--- config.mk ---
export PLATFORM = sky130hd
export DESIGN_NAME = cpdec_top
export DESIGN_NICKNAME = d
export VERILOG_FILES = /design/src/rtl/cpdec_pkg.sv /design/src/rtl/cpdec_opword.sv /design/src/rtl/cpdec_extword.sv /design/src/rtl/cpdec_outstage.sv /design/src/rtl/cpdec_top.sv
export SDC_FILE = /design/constraint.sdc
export NUM_CORES = 1
export LEC_CHECK = 0
export BUFFER_PORTS_ARGS = -buffer_cell sky130_fd_sc_hd__buf_2
export CAP_MARGIN = 5
export CORE_ASPECT_RATIO = 1.4
export CORE_MARGIN = 8
export CORE_UTILIZATION = 36
export CTS_CLUSTER_DIAMETER = 150
export DETAILED_ROUTE_END_ITERATION = 8
export GPL_ROUTABILITY_DRIVEN = 0
export GPL_TIMING_DRIVEN = 0
export PLACE_DENSITY = 0.79
export SLEW_MARGIN = 10
export SYNTH_ARGS = -nofsm -noshare
export SYNTH_HDL_FRONTEND = slang
export SYNTH_SLANG_ARGS = --single-unit
--- constraint.sdc ---
create_clock -name clk_i -period 0.8 [get_ports clk_i]
set_input_delay 0.16 -clock clk_i [delete_from_list [all_inputs] [get_ports clk_i]]
set_output_delay 0.16 -clock clk_i [all_outputs]
set_load 0.02 [all_outputs]
--- src/rtl/cpdec_pkg.sv ---
package cpdec_pkg;
  localparam int unsigned WORD_W = 16;
  localparam int unsigned SUB_W  = 6;
  localparam int unsigned LEN_W  = 4;
  localparam int unsigned GEN_N  = 6;
  localparam int unsigned CLS_N  = GEN_N + 2;

  localparam int unsigned CLS_BRANCH = GEN_N;
  localparam int unsigned CLS_COND   = GEN_N + 1;

  localparam logic [LEN_W-1:0] LEN_BASE = LEN_W'(4);
  localparam logic [LEN_W-1:0] LEN_LONG = LEN_W'(6);

  // Family field values
  localparam logic [2:0] FAM_GENERIC = 3'd0;
  localparam logic [2:0] FAM_COND    = 3'd1;
  localparam logic [2:0] FAM_BR16    = 3'd2;
  localparam logic [2:0] FAM_BR32    = 3'd3;

  // Generic sub-decode, highest priority first; last entry always hits
  localparam logic [WORD_W-1:0] GEN_MASK  [GEN_N] =
    '{16'hC000, 16'hC000, 16'hE000, 16'hFC00, 16'hA07F, 16'h0000};
  localparam logic [WORD_W-1:0] GEN_MATCH [GEN_N] =
    '{16'hC000, 16'h8000, 16'h6000, 16'h5C00, 16'h0026, 16'h0000};

  typedef struct packed {
    logic [CLS_N-1:0] cls;
    logic             illegal;
    logic             long_disp;
    logic [SUB_W-1:0] sub_op;
    logic [LEN_W-1:0] len_bytes;
  } dec_t;
endpackage

--- src/rtl/cpdec_opword.sv ---
module cpdec_opword
  import cpdec_pkg::*;
#(
  parameter logic [2:0] COP_ID = 3'd1
) (
  input  logic [WORD_W-1:0] opcode_i,
  output logic              legal_o,
  output logic              fam_generic_o,
  output logic              fam_cond_o,
  output logic              fam_branch_o,
  output logic              fam_long_o
);
  logic       prefix_ok, id_ok, type_ok;
  logic [2:0] fam;

  assign fam       = opcode_i[8:6];
  assign prefix_ok = &opcode_i[15:12];
  assign id_ok     = (opcode_i[11:9] == COP_ID);
  // save/restore and reserved families are rejected
  assign type_ok   = ~fam[2];
  assign legal_o   = prefix_ok & id_ok & type_ok;

  assign fam_generic_o = (fam == FAM_GENERIC);
  assign fam_cond_o    = (fam == FAM_COND);
  assign fam_branch_o  = (fam == FAM_BR16) | (fam == FAM_BR32);
  assign fam_long_o    = (fam == FAM_BR32);
endmodule

--- src/rtl/cpdec_extword.sv ---
module cpdec_extword
  import cpdec_pkg::*;
(
  input  logic [WORD_W-1:0] ext_i,
  output logic [GEN_N-1:0]  gen_cls_o
);
  logic [GEN_N-1:0] hit;

  for (genvar g = 0; g < GEN_N; g++) begin : g_pat
    assign hit[g] = ((ext_i & GEN_MASK[g]) == GEN_MATCH[g]);
  end

  always_comb begin
    logic taken;
    taken     = 1'b0;
    gen_cls_o = '0;
    for (int i = 0; i < GEN_N; i++) begin
      if (hit[i] && !taken) begin
        gen_cls_o[i] = 1'b1;
        taken        = 1'b1;
      end
    end
  end
endmodule

--- src/rtl/cpdec_outstage.sv ---
module cpdec_outstage
  import cpdec_pkg::*;
#(
  parameter bit OUT_REG = 1'b1
) (
  input  logic clk_i,
  input  logic rst_ni,
  input  logic valid_i,
  input  dec_t d_i,
  output dec_t d_o,
  output logic valid_o
);
  if (OUT_REG) begin : g_reg
    dec_t d_q;
    logic v_q;

    always_ff @(posedge clk_i or negedge rst_ni) begin
      if (!rst_ni) begin
        d_q <= '0;
        v_q <= 1'b0;
      end else begin
        v_q <= valid_i;
        if (valid_i) d_q <= d_i;
      end
    end

    assign d_o     = d_q;
    assign valid_o = v_q;


    valid_pulse_chk: assert property (@(posedge clk_i) disable iff (!rst_ni)
      valid_i |=> valid_o);

    hold_chk: assert property (@(posedge clk_i) disable iff (!rst_ni)
      !valid_i |=> (!valid_o && $stable(d_o)));
  end else begin : g_comb
    assign d_o     = d_i;
    assign valid_o = valid_i;
  end
endmodule

--- src/rtl/cpdec_top.sv ---
module cpdec_top
  import cpdec_pkg::*;
#(
  parameter logic [2:0] COP_ID  = 3'd1,
  parameter bit         OUT_REG = 1'b1
) (
  input  logic              clk_i,
  input  logic              rst_ni,
  input  logic              valid_i,
  input  logic [WORD_W-1:0] opcode_i,
  input  logic [WORD_W-1:0] ext_i,
  output logic              valid_o,
  output logic [CLS_N-1:0]  class_o,
  output logic              illegal_o,
  output logic              long_disp_o,
  output logic [SUB_W-1:0]  arith_op_o,
  output logic [LEN_W-1:0]  length_o
);
  logic             legal, fam_gen, fam_cond, fam_br, fam_long;
  logic [GEN_N-1:0] gen_cls;
  dec_t             dec_d, dec_q;

  cpdec_opword #(.COP_ID(COP_ID)) i_opword (
    .opcode_i      (opcode_i),
    .legal_o       (legal),
    .fam_generic_o (fam_gen),
    .fam_cond_o    (fam_cond),
    .fam_branch_o  (fam_br),
    .fam_long_o    (fam_long)
  );

  cpdec_extword i_extword (
    .ext_i     (ext_i),
    .gen_cls_o (gen_cls)
  );

  always_comb begin
    dec_d                 = '0;
    dec_d.illegal         = ~legal;
    dec_d.sub_op          = ext_i[SUB_W-1:0];
    dec_d.len_bytes       = LEN_BASE;
    if (legal) begin
      dec_d.cls[GEN_N-1:0]  = fam_gen ? gen_cls : '0;
      dec_d.cls[CLS_BRANCH] = fam_br;
      dec_d.cls[CLS_COND]   = fam_cond;
      dec_d.long_disp       = fam_long;
      if (fam_long) dec_d.len_bytes = LEN_LONG;
    end
  end

  cpdec_outstage #(.OUT_REG(OUT_REG)) i_outstage (
    .clk_i   (clk_i),
    .rst_ni  (rst_ni),
    .valid_i (valid_i),
    .d_i     (dec_d),
    .d_o     (dec_q),
    .valid_o (valid_o)
  );

  assign class_o     = dec_q.cls;
  assign illegal_o   = dec_q.illegal;
  assign long_disp_o = dec_q.long_disp;
  assign arith_op_o  = dec_q.sub_op;
  assign length_o    = dec_q.len_bytes;


  cls_onehot_chk: assert property (@(posedge clk_i) disable iff (!rst_ni)
    $onehot0(class_o));

  illegal_quiet_chk: assert property (@(posedge clk_i) disable iff (!rst_ni)
    illegal_o |-> (class_o == '0 && !long_disp_o));

  len_chk: assert property (@(posedge clk_i) disable iff (!rst_ni)
    valid_o |-> (length_o == (long_disp_o ? LEN_LONG : LEN_BASE)));

  long_is_branch_chk: assert property (@(posedge clk_i) disable iff (!rst_ni)
    long_disp_o |-> class_o[CLS_BRANCH]);

  legal_has_class_chk: assert property (@(posedge clk_i) disable iff (!rst_ni)
    (valid_o && !illegal_o) |-> ($countones(class_o) == 1));
endmodule

==> impl_metrics.tcl <==
set metrics [dict create \
    synthDominantCellAreaShare_pct 54.2 \
    die_area_mm2 0.00412 \
    placed_cell_area_mm2 0.00113 \
    synth_area_leader_cell "dfrtp_1" \
    hold_viol 0 \
    hp-start "ext_i[2]" \
    worstHoldPathCells 2 \
    drtPass1Iterations 4 \
    ys_ff_latch 18 \
    grt_pass1_wl_um 3930 \
    peakVddDrop_mv 1.08 \
    drcViolationCount 0 \
    post-route-period-util_pct 138 \
    end_kind "primary output" \
    met3_usage_pct 5.05 \
    vias 759 \
    power_mw 1.91 \
    cp_max_fo 3 \
    top_usage_layer "met2" \
    synthTopCellsByArea "dfrtp_1 (54%), mux2_2 (8.1%), o32ai_1 (5.3%)" \
    dr.first_iter.drc_count 10 \
    cts_tree "yes" \
    port_buffers 44 \
    worstSkewPairLatency_ps 300 \
    die_h_um 72.8 \
    yosysSeqAreaShare_pct 54.2 \
    rows 20 \
    synth_area_per_cell_um2 12.2 \
    rr_startpoint "i_outstage.d_o[6]$_DFFE_PN0P_" \
    wl_per_cell_um 15.9 \
    cts_inserted_buffers 3 \
    wirelength_um 2410 \
    path_cells "buf_6 -> buf_6" \
    finalClockSkew_ps 0 \
    reg2reg_slack_ps -100 \
    hold_path.class "primary input to flop" \
    setup_viol 26 \
    p_per_area_mw_per_mm2 1360 \
    clk_pin_slew_ps 100 \
    fin_area_mm2 0.00141 \
    maxSlewViolCount 0 \
    p_leak_nw 0.693 \
    ant_nets 0 \
    finalCriticalPeriod_ps 1110 \
    cp.required_ps 640 \
    diodes 0 \
    fill_cells 180 \
    worst_hold_slack_ps 96.2 \
    ios 56 \
    maxCapViolCount 0 \
    violations "setup timing" \
    grt_pass1_vias 857 \
    timing.fmax_ghz 0.904 \
    cp_slowest_cell "dfrtp_1" \
    dp.cells 135 \
    area_delta_synth_final_pct 69.7 \
    synth.distinct_cells 24 \
    cp-start-kind "flop" \
    arrival_ps 950 \
    grt_use_total_pct 11.9 \
    hold_path_end "i_outstage.d_o[6]$_DFFE_PN0P_" \
    yosysWarnings 0 \
    grt_start_max_net_pins 19 \
    max_stage_delay_ps 410 \
    antenna_found_initial 0 \
    clockRootBuffer "clkbuf_4" \
    layout.cells.non_filler 151 \
    grt_util_met1_pct 10.3 \
    cts_sinks 18 \
    start_util_pct 38.2 \
    final_layout_size_suffix_gt1_share_pct 68.2 \
    fin_ws_ps -306 \
    h-tree-depth 1 \
    worstReg2RegEnd "i_outstage.d_o[6]$_DFFE_PN0P_" \
    synthCells 68 \
    die_x_um 56.6 \
    critPathKind "flop to primary output" \
    fin_nets 165 \
    rsz0062_at_grt "true" \
    clk_path_buf_depth 2 \
    r2r_cells 2 \
    crit_top_cell "buf_6" \
    coreArea_mm2 0.00218 \
    fin_tns_setup_ps -4360 \
    grt-ovfl-total 0 \
    drt-vias-per-instance 5.03 \
    synth_area_um2 831 \
    dp_hpwl_um 1870 \
    status "complete, but fails checks" \
    use_met2_pct 23.0 \
]
==> power breakdown <==
part / leakage [nW] / switching, mW / internal, mW
Combinational: 0.451 / 0.174 / 0.199
Sequential: 0.221 / 0.0245 / 0.946
Clock: 0.0210 / 0.291 / 0.278
==> cells in the final DEF, fill, tap and decap left out, types with 2 or more instances in the layout <==
cell	synthesis	layout
nor2_1	4	2
buf_4	3	12
nor2_2	0	2
conb_1	1	2
nand4b_1	2	2
dlygate4sd3_1	0	2
dfrtp_2	0	4
a32o_1	3	2
clkbuf_4	0	3
mux2_2	6	6
o32ai_2	0	5
inv_1	10	9
buf_2	1	23
dfrtp_1	18	14
buf_6	1	23
and4bb_2	2	2
==> flip-flops by register name, summed over array words and instances, names as in the netlist <==
signal and count:
i_outstage.d_o 17, i_outstage.valid_o 1
==> through the flow <==
step                util (%)  worst slack [ps]
floorplan                  -              -146
global placement        51.8              -308
detailed placement      51.8              -341
CTS                     62.0              -318
global route            64.8              -349
finish                  64.8              -306
==> layout make-up <==
cell class	count	area, um^2	share of cell area, %
flip-flops and latches	18	455	32.3
clock buffers	4	36.3	2.57
inverters	10	37.5	2.66
plain buffers	5	48.8	3.46
well taps	22	27.5	1.95
repair buffers	56	450	31.9
multi-input cells	36	354	25.1
==> worst max-delay path by stage <==
stage | depth (start not counted) | endpoint | from
3_5_place_dp | 4 | i_outstage.d_o[16]$_DFFE_PN0P_ | opcode_i[7]
4_1_cts | 2 | length_o[1] | i_outstage.d_o[1]$_DFFE_PN0P_
3_3_place_gp | 4 | i_outstage.d_o[9]$_DFFE_PN0P_ | valid_i
5_1_grt | 2 | length_o[1] | i_outstage.d_o[1]$_DFFE_PN0P_
2_1_floorplan | 3 | i_outstage.d_o[1]$_DFFE_PN0P_ | opcode_i[10]
6_report | 2 | length_o[1] | i_outstage.d_o[1]$_DFFE_PN0P_
==> repair_timing <==
| action | in CTS | in global routing |
|---|---|---|
| endpoints found under the setup margin | 23 | 27 |
| pin swaps | 0 | 3 |
| hold endpoints to repair | 19 | 0 |
| setup buffers | 4 | 6 |
| gates cloned | 0 | 0 |
| resized for setup | 41 | 6 |
| hold buffers | 2 | 0 |
==> cell usage after synthesis <==
library cell  count
conb_1            1
o32ai_1           5
a32o_1            3
buf_4             3
nand2b_1          1
a22o_1            1
and3_1            1
nand4_4           1
nor3_1            1
nor2_1            4
a21oi_1           1
and4b_1           1
nand4b_1          2
buf_6             1
mux2_2            6
and2b_4           1
and3_4            1
nor2b_1           1
dfrtp_1          18
buf_2             1
o21ai_0           1
and4bb_2          2
inv_1            10
or2_2             1
==> logic make-up after synthesis <==
| kind of cell | count (synthesis) | synth area share [%] |
|---|---|---|
| AO/OA/AOI/OAI | 11 | 11.1 |
| buffers and inverters | 15 | 9.19 |
| flip-flops | 18 | 54.2 |
| multiplexers | 6 | 8.13 |
| other | 1 | 0.451 |
| AND/OR/NAND/NOR | 17 | 16.9 |
==> layer usage <==
layer / vias to the layer above / part of all wire [%]
met2: 29 / 54
met4: 0 / 1.5
li1: 359 / -
met3: 5 / 9.1
met5: - / 0
met1: 366 / 36
==> critical path, delay by kind of cell, from the launching register on <==
kind     cells  cell delay [ps]
flops        1              410
buf+inv      2              240
Note: power is estimated with default switching activity, not from simulation.
